--- config.mk ---
export PLATFORM = sky130hd
export DESIGN_NAME = adc_sa_ctrl
export DESIGN_NICKNAME = d
export VERILOG_FILES = /design/src/rtl/adc_sa_pkg.sv /design/src/rtl/sa_edge_det.sv /design/src/rtl/sa_conv_seq.sv /design/src/rtl/sa_out_fmt.sv /design/src/rtl/adc_sa_ctrl.sv
export SDC_FILE = /design/constraint.sdc
export NUM_CORES = 1
export LEC_CHECK = 0
export BUFFER_PORTS_ARGS = -buffer_cell sky130_fd_sc_hd__buf_2
export CORE_UTILIZATION = 45
export CTS_CLUSTER_DIAMETER = 60
export DETAILED_ROUTE_END_ITERATION = 7
export GPL_TIMING_DRIVEN = 0
export HOLD_SLACK_MARGIN = 0.15
export PLACE_DENSITY_LB_ADDON = 0.08
export SLEW_MARGIN = 40
export SYNTH_ARGS = -nofsm -noshare
export SYNTH_HDL_FRONTEND = slang
export SYNTH_HIERARCHICAL = 1
export SYNTH_SLANG_ARGS = --single-unit
--- constraint.sdc ---
create_clock -name clk -period 5.5 [get_ports clk]
set_clock_uncertainty 0.2 [all_clocks]
set_input_delay 0.275 -clock clk [delete_from_list [all_inputs] [get_ports clk]]
set_output_delay 0.275 -clock clk [all_outputs]
set_load 0.01 [all_outputs]
--- src/rtl/adc_sa_pkg.sv ---
package adc_sa_pkg;

  typedef enum logic [1:0] {
    SQ_IDLE = 2'd0,
    SQ_CONV = 2'd1,
    SQ_HOLD = 2'd2
  } seq_state_t;

  // Round a delay in ns up to whole clock cycles, never below one.
  function automatic int ns_to_cyc(input int ns, input int clk_ns);
    int c;
    c = (ns + clk_ns - 1) / clk_ns;
    return (c < 1) ? 1 : c;
  endfunction

endpackage

--- src/rtl/sa_edge_det.sv ---
module sa_edge_det (
  input  logic clk,
  input  logic rst,
  input  logic rc_i,
  output logic fall_o
);
  logic rc_q;

  // Strobe idles high, so the history register resets high.
  always_ff @(posedge clk) begin
    if (rst) rc_q <= 1'b1;
    else     rc_q <= rc_i;
  end

  assign fall_o = rc_q & ~rc_i;
endmodule

--- src/rtl/sa_conv_seq.sv ---
module sa_conv_seq
  import adc_sa_pkg::*;
#(
  parameter int RES_W    = 12,
  parameter int STS_CYC  = 30,
  parameter int CONV_CYC = 1750,
  parameter int HOLD_CYC = 15,
  parameter int CNT_W    = 11
) (
  input  logic             clk,
  input  logic             rst,
  input  logic             fall_i,
  input  logic [RES_W-1:0] result_i,
  output logic             busy_o,
  output logic             ovr_o,
  output logic             valid_o,
  output logic [RES_W-1:0] res_o
);
  seq_state_t       state;
  logic [CNT_W-1:0] cnt;

  always_ff @(posedge clk) begin
    if (rst) begin
      state   <= SQ_IDLE;
      cnt     <= '0;
      busy_o  <= 1'b0;
      ovr_o   <= 1'b0;
      valid_o <= 1'b0;
      res_o   <= '0;
    end else begin
      ovr_o <= fall_i && (state != SQ_IDLE);
      unique case (state)
        SQ_IDLE: begin
          if (fall_i) begin
            state   <= SQ_CONV;
            cnt     <= CNT_W'(1);
            valid_o <= 1'b0;
          end
        end
        SQ_CONV: begin
          if (cnt == CNT_W'(STS_CYC)) busy_o <= 1'b1;
          if (cnt == CNT_W'(CONV_CYC)) begin
            res_o   <= result_i;
            valid_o <= 1'b1;
            state   <= SQ_HOLD;
            cnt     <= CNT_W'(1);
          end else begin
            cnt <= cnt + CNT_W'(1);
          end
        end
        SQ_HOLD: begin
          if (cnt == CNT_W'(HOLD_CYC)) begin
            busy_o <= 1'b0;
            state  <= SQ_IDLE;
            cnt    <= '0;
          end else begin
            cnt <= cnt + CNT_W'(1);
          end
        end
        default: state <= SQ_IDLE;
      endcase
    end
  end

  // status may only rise inside a running conversion
  p_busy_rise_r1: assert property (@(posedge clk) disable iff (rst)
    $rose(busy_o) |-> (state == SQ_CONV));

  // status covers the whole hold window
  p_busy_hold_r2: assert property (@(posedge clk) disable iff (rst)
    (state == SQ_HOLD) |-> busy_o);

  // status drops only once a result is held and the sequencer is idle
  p_busy_fall_r3: assert property (@(posedge clk) disable iff (rst)
    $fell(busy_o) |-> (state == SQ_IDLE) && valid_o);

  // the overrun flag comes only from an edge seen while not idle
  p_ovr_src_r8: assert property (@(posedge clk) disable iff (rst)
    ovr_o |-> ($past(state) != SQ_IDLE) && $past(fall_i));

  // the flag is a single-cycle pulse when the strobe goes back high
  p_ovr_pulse_r8: assert property (@(posedge clk) disable iff (rst)
    ovr_o && !fall_i |=> !ovr_o);
endmodule

--- src/rtl/sa_out_fmt.sv ---
module sa_out_fmt #(
  parameter int RES_W  = 12,
  parameter int BYTE_W = 8
) (
  input  logic             clk,
  input  logic             rst,
  input  logic             rc_i,
  input  logic             wide_i,
  input  logic             addr_i,
  input  logic             valid_i,
  input  logic [RES_W-1:0] res_i,
  output logic             oe_o,
  output logic [RES_W-1:0] data_o
);
  localparam int LO_SH = 2 * BYTE_W - RES_W;

  logic [RES_W-1:0] lo_sh;
  logic [RES_W-1:0] sel;
  logic             drive;

  assign lo_sh = res_i << LO_SH;
  assign drive = rc_i & valid_i;

  always_comb begin
    if (wide_i)       sel = res_i;
    else if (!addr_i) sel = RES_W'(res_i[RES_W-1 -: BYTE_W]);
    else              sel = RES_W'(lo_sh[BYTE_W-1:0]);
  end

  always_ff @(posedge clk) begin
    if (rst) begin
      oe_o   <= 1'b0;
      data_o <= '0;
    end else begin
      oe_o   <= drive;
      data_o <= drive ? sel : '0;
    end
  end

  // the enable follows a high strobe sampled on the previous edge
  p_oe_strobe_r4: assert property (@(posedge clk) disable iff (rst)
    oe_o |-> $past(rc_i));

  // the data port is quiet whenever the enable is low
  p_quiet_r4: assert property (@(posedge clk) disable iff (rst)
    !oe_o |-> (data_o == '0));

  // nothing is enabled without a held result
  p_oe_valid_r10: assert property (@(posedge clk) disable iff (rst)
    oe_o |-> $past(valid_i));

  // in byte mode the lanes above the byte stay zero
  p_byte_hi_r6: assert property (@(posedge clk) disable iff (rst)
    oe_o && !$past(wide_i) |-> (data_o[RES_W-1:BYTE_W] == '0));
endmodule

--- src/rtl/adc_sa_ctrl.sv ---
module adc_sa_ctrl
  import adc_sa_pkg::*;
#(
  parameter int CLK_NS  = 20,
  parameter int STS_NS  = 600,
  parameter int CONV_NS = 35000,
  parameter int HOLD_NS = 300,
  parameter int RES_W   = 12,
  parameter int BYTE_W  = 8
) (
  input  logic             clk,
  input  logic             rst,
  input  logic             rc_i,
  input  logic             wide_i,
  input  logic             addr_i,
  input  logic [RES_W-1:0] result_i,
  output logic             busy_o,
  output logic [RES_W-1:0] data_o,
  output logic             data_oe_o,
  output logic             overrun_o
);
  localparam int STS_CYC  = ns_to_cyc(STS_NS, CLK_NS);
  localparam int CONV_CYC = ns_to_cyc(CONV_NS, CLK_NS);
  localparam int HOLD_CYC = ns_to_cyc(HOLD_NS, CLK_NS);
  localparam int CNT_MAX  = (CONV_CYC > HOLD_CYC) ? CONV_CYC : HOLD_CYC;
  localparam int CNT_W    = $clog2(CNT_MAX + 1);

  logic             fall;
  logic             valid;
  logic [RES_W-1:0] res_q;

  sa_edge_det u_edge (
    .clk    (clk),
    .rst    (rst),
    .rc_i   (rc_i),
    .fall_o (fall)
  );

  sa_conv_seq #(
    .RES_W    (RES_W),
    .STS_CYC  (STS_CYC),
    .CONV_CYC (CONV_CYC),
    .HOLD_CYC (HOLD_CYC),
    .CNT_W    (CNT_W)
  ) u_seq (
    .clk      (clk),
    .rst      (rst),
    .fall_i   (fall),
    .result_i (result_i),
    .busy_o   (busy_o),
    .ovr_o    (overrun_o),
    .valid_o  (valid),
    .res_o    (res_q)
  );

  sa_out_fmt #(
    .RES_W  (RES_W),
    .BYTE_W (BYTE_W)
  ) u_fmt (
    .clk     (clk),
    .rst     (rst),
    .rc_i    (rc_i),
    .wide_i  (wide_i),
    .addr_i  (addr_i),
    .valid_i (valid),
    .res_i   (res_q),
    .oe_o    (data_oe_o),
    .data_o  (data_o)
  );
endmodule

# Yosys cells after proc, flatten, opt, wreduce, memory -nomap -nowiden
# Cells that the tools add are included.
op_classes:
  add_sub_neg: 1
  eq_ne: 9
  n_mux: 16
  bitwise: 4
  n_reduce_logical: 12
op_table:
  columns: ["op", "count"]
  rows:
  - ["$mux W11", 3]
  - ["$pmux W11 S3", 1]
  - ["$mux W12", 1]
  - ["$add A11 B1 Y11 const B", 1]
  - ["$eq A11 B11 Y1 const B", 1]
  - ["$eq A11 B4 Y1 const B", 1]
  - ["$eq A11 B5 Y1 const B", 1]
  - ["$reduce_and A3 Y1", 3]
  - ["$mux W8", 1]
  - ["$ne A2 B1 Y1 const B", 4]
  - ["$mux W2", 3]
  - ["$pmux W2 S3", 1]
  - ["$reduce_bool A2 Y1", 3]
  - ["$mux W1", 4]
  - ["$pmux W1 S2", 2]
  - ["$reduce_and A2 Y1", 2]
  - ["$reduce_bool A3 Y1", 1]
  - ["$and A1 B1 Y1", 2]
  - ["$eq A2 B1 Y1 const B", 1]
  - ["$eq A2 B2 Y1 const B", 1]
  - ["$logic_not A2 Y1", 1]
  - ["$not A1 Y1", 2]
  - ["$reduce_or A2 Y1", 1]
  - ["$logic_and A1 B1 Y1", 1]
totals:
  register_bits: 42
  out_inout_bits: 15
  elab_cells: 51

# Longest topological paths before layout
logic_depth:
  depth_word: 4
  mapped_depth: 7
  mapped_depth_nobuf: 6

# Modules after synthesis
# Netlist, hierarchy kept.
by_module_without_submodules:
  columns: ["module", "instances", "cells_each", "area_each_um2"]
  rows:
  - ["sa_conv_seq", 1, 143, 1333.8]
  - ["sa_out_fmt", 1, 46, 484.2]
  - ["sa_edge_det", 1, 3, 35.0]

# Worst setup path before layout
# Ideal clock, no wire load.
synth_timing:
  kind: "reg-to-reg"
  start: "register u_seq.state[0]"
  end: "register u_seq.cnt[7]"
  arrival_time_ns: 1.861
  required_time_ns: 5.230
  path_slack_ns: 3.369
  path_stages_with_launch: 7
  n_path_buf: 0
  synth_period_minus_slack_ns: 2.131
  cell_sequence: "dfxtp_1 inv_1 ha_1 nor2b_1 or4_1 or3_1 a21oi_1"
synth_between:
  elab_chain_len: 3
synth_lines:
  columns: ["item", "line", "rtl"]
  rows:
  - ["start, declared", "sa_conv_seq.sv:19", "seq_state_t state;"]
  - ["start signal, assigned", "sa_conv_seq.sv:24", "state <= SQ_IDLE;"]
  - ["start signal, assigned", "sa_conv_seq.sv:35", "state <= SQ_CONV;"]
  - ["start signal, assigned", "sa_conv_seq.sv:45", "state <= SQ_HOLD;"]
  - ["$eq A2 B1 Y1 (tied with other cells)", "sa_conv_seq.sv:32", "unique case (state)"]
  - ["$reduce_bool A3 Y1 (no line) / $ne A2 B1 Y1 (equally long branches)", null, null]
  - ["$reduce_and A2 Y1 (no line)", null, null]
  - ["end signal, assigned", "sa_conv_seq.sv:48", "cnt <= cnt + CNT_W'(1);"]
  - ["end signal, assigned", "sa_conv_seq.sv:57", "cnt <= cnt + CNT_W'(1);"]
  - ["end, declared", "sa_conv_seq.sv:20", "logic [CNT_W-1:0] cnt;"]
# Several ways; a longest one is shown, not always the timed one.
# A chain may end at the register's enable or synchronous reset.

# Worst setup path in the final report
layout_timing:
  start: "register u_seq.cnt[1]"
  end: "register u_seq.cnt[3]"
layout_between:
  elab_chain_len: 3
layout_lines:
  columns: ["item", "line"]
  rows:
  - ["$add A11 B1 Y11 (tied with other cells)", "sa_conv_seq.sv:48, sa_conv_seq.sv:57"]
  - ["$mux W11, on equally long branches", "sa_conv_seq.sv:52, sa_conv_seq.sv:42"]
  - ["$pmux W11 S3 *", "sa_conv_seq.sv:32"]
# Mark *: on every way between the ends. The rest lies on a longest branch, timed or not.

==> key figures <==
Status
  • Status: finished, final reports clean

Synthesis
  • Register bit total from synthesis: 42
  • Number of enable flip-flop cells after synthesis: 0
  • Post-synth ARST share: 0%
  • Synth cell types: 42
  • Ys Warns: 6
  • Dominant synthesized flop cell: dfxtp_1
  • Register area share after synthesis: 45.4%
  • Syn Area/Cell: 9.65 µm²
  • Synthesized cell area: 1850 µm²
  • Post-Syn Instances: 192
  • Synth Net Count: 215

Global routing
  • Initial antenna violation count: 0
  • GRT Total Usage: 20.7%
  • First-pass GRT wire length: 6.73 mm
  • Grt ovf: 0
  • Pin count of the biggest net entering global routing: 14
  • Vias in the first global route: 1528

CTS
  • CTS tree: yes
  • Clock Sink Count: 42
  • Worst-case clock buffer depth: 2
  • Reg clk slew, reported paths: 80 ps
  • Post-CTS setup buffers: 0
  • Root Buffer: clkbuf_8
  • Depth of the CTS H-tree: 2
  • Skew-Pair Late Insertion Delay: 290 ps
  • CTS buffer count: 5

Timing
  • # setup viols final: 0
  • Final setup margin: 3090 ps
  • Fmax: 0.415 GHz
  • Fin. Hold Viols: 0
  • Setup TNS: 0 ps
  • Tmin final: 2410 ps
  • Max-slew violations: 0
  • Slew headroom: 51.7%
  • RSZ-0062 raised after global routing: no
  • Worst Tran Pin Value: 719 ps
  • Period utilization: 43.8%

Worst setup path
  • Worst r2r path cells: 5
  • Delay-heaviest family, CP: compound AO/OA/AOI/OAI gates
  • Setup CP Type: reg -> reg
  • CP Depth: 5
  • Reg-to-Reg End: u_seq/cnt[3]
  • Critical Path Source: u_seq/cnt[1]
  • Buffers and inverters on the worst path: 0
  • CP endpoint kind: flop
  • Critical path data arrival time: 2380 ps
  • Max incr delay on CP: 500 ps
  • Startpoint Class: flop
  • R2R setup slack: 3090 ps
  • Critical Path Fanout Max: 9
  • Worst path required time: 5470 ps
  • CP cell instances: ha_1 -> or3b_2 -> o41a_1 -> a211oi_4 -> nor2_1
  • RR Startpoint: u_seq/cnt[1]
  • Slowest-stage cell, CP: or3b_2
  • CP Capture Point: u_seq/cnt[3]

Run
  • Max cap viols: 0

Finish
  • Layout Cells excl Fill: 295
  • Final cell utilization of the core: 61.7%
  • N_diodes: 0
  • Share of layout cells above drive strength 1: 19.4%
  • Final nets: 269
  • P&R area growth vs syn: 26.4%
  • Fillers: 323

Place
  • HPWL Detailed: 2.81 mm
  • Dpl ws: 3160 ps
  • GPL Wtd Cong: 0.779
  • Placed cell count: 270
  • Input/output buffers: 30

Power and ir drop
  • Leakage: 0.000907 µW
  • Pwr dens: 253 nW/µm²
  • VDD IR max: 0.199 mV

Route
  • Initial drt markers: 83
  • 1st-pass router iterations: 4
  • ANT nets after route: 0
  • Via Count: 1549
  • Final WL: 3.86 mm
  • Via-per-instance ratio: 5.25
  • Drc violations: 0
  • Wire length per cell: 13.1 µm

Floorplanning
  • Die Y: 66.2 µm
  • I/O pins: 32
  • Starting density of the core: 48.8%
  • Die X: 66.2 µm
  • Die Area: 4380 µm²
  • Row cnt: 22
  • CORE AREA: 3800 µm²

Worst hold path
  • HP Class: in -> reg
## cell type report
cell class	count	area, µm²	share of cell area [%]
multi-input cells	135	941	40.2
flip-flops and latches	42	841	35.9
repair buffers	47	320	13.7
clock buffers	5	68.8	2.94
well taps	48	60.1	2.56
clock inverters	3	40.0	1.71
inverters	10	37.5	1.60
plain buffers	5	33.8	1.44
## per-stage QoR
stage | hold WS (ps) | instance area (µm²) | total power [µW]
after floorplan | 172 | 1850 | 339
after global placement | 249 | 2060 | 351
after detailed placement | 262 | 2060 | 352
after CTS | 161 | 2340 | 601
after global routing | 205 | 2340 | 621
final | 177 | 2340 | 593
## cells in the mapped netlist (2+ instances only)
master     n  share of area, %
a211oi_1   4               1.6
a21oi_1   12               3.2
and3_1     4               1.4
buf_4      2              0.81
clkbuf_1   2              0.41
dfxtp_1   42                45
ha_1       6               4.1
inv_1     10               2.0
mux2i_1   16               8.6
nand2_1   12               2.4
nand2b_1   2              0.68
nand3_1    4               1.1
nand3b_1   3               1.2
nor2_1    18               3.6
nor2b_1    6               2.0
nor3_1     2              0.54
o21ai_0    6               1.6
o41a_1     2               1.2
o41ai_1    3               1.4
or3_1      5               1.7
or3b_1     4               1.9
or4_1      4               1.6
xnor2_1    2              0.95
xor2_1     3               1.4
## report_power, final
| part | leakage, µW | switching, µW | internal, µW |
|---|---|---|---|
| combinational | 0.000510 | 23.8 | 22.6 |
| clock | 0.0000579 | 105 | 134 |
| sequential | 0.000339 | 1.78 | 306 |
| total | 0.000907 | 130 | 462 |
## routing by layer
metal  up-vias  share of wire (%)  track usage (%)
li1        798                  -                -
met1       719                 44             22.0
met4         0                1.9             9.57
met5         -                  0                0
met3         7                3.1             5.69
met2        25                 51             37.5
## cells in the final DEF (no fill, tap or decap), types with 2 or more instances in the layout
cell type,count
dfxtp_1,42
buf_2,30
nor2_1,18
dlygate4sd3_1,17
mux2i_1,16
nand2_1,12
a21oi_1,12
inv_1,10
nor2b_1,6
o21ai_0,6
ha_1,6
clkbuf_8,5
or3_1,5
or3b_1,4
and3_1,4
a211oi_1,4
or4_1,4
nand3_1,4
nand3b_1,3
o41ai_1,3
xor2_1,3
clkinv_2,2
buf_4,2
clkbuf_1,2
nand2b_1,2
o41a_1,2
nor3_1,2
xnor2_1,2
## repair_timing
action	in CTS	in global routing
resized for setup	0	0
hold buffers	17	0
endpoints found under the hold margin	17	0
## registers in the layout (all words and copies together) (netlist names)
name and cells:
u_fmt/data_o 12, u_seq/res_o 12, u_seq/cnt 11, u_seq/state 2, u_edge/rc_q 1, u_fmt/oe_o 1
u_seq/busy_o 1, u_seq/ovr_o 1, u_seq/valid_o 1
## worst register-to-register path: stages, from the launching register on
cell,delay [ps]
dfxtp_1,390
ha_1,200
or3b_2,500
o41a_1,420
a211oi_4,460
nor2_1,120
## worst min path at each step
stage	from	endpoint	slack, ps	cells after the start
after floorplan	rst	u_edge/rc_q	170	1
after global placement	u_seq/busy_o	u_seq/busy_o	250	2
after detailed placement	u_seq/busy_o	u_seq/busy_o	260	2
after CTS	rst	u_seq/cnt[1]	160	4
after global routing	rst	u_seq/cnt[1]	200	4
final	rst	u_seq/cnt[1]	180	4
## cell families (layout without fill, tap and decap cells)
family,count (synthesis),after routing,share of synthesized area [%]
XOR/XNOR,5,5,2.36
AO/OA/AOI/OAI,34,34,12.9
adder cells (fa/ha/maj),6,6,4.05
flip-flops,42,42,45.4
buffers and inverters,15,70,3.85
AND/OR/NAND/NOR,74,74,22.8
multiplexers,16,16,8.64
No activity file was read; power rests on OpenSTA's default activity.
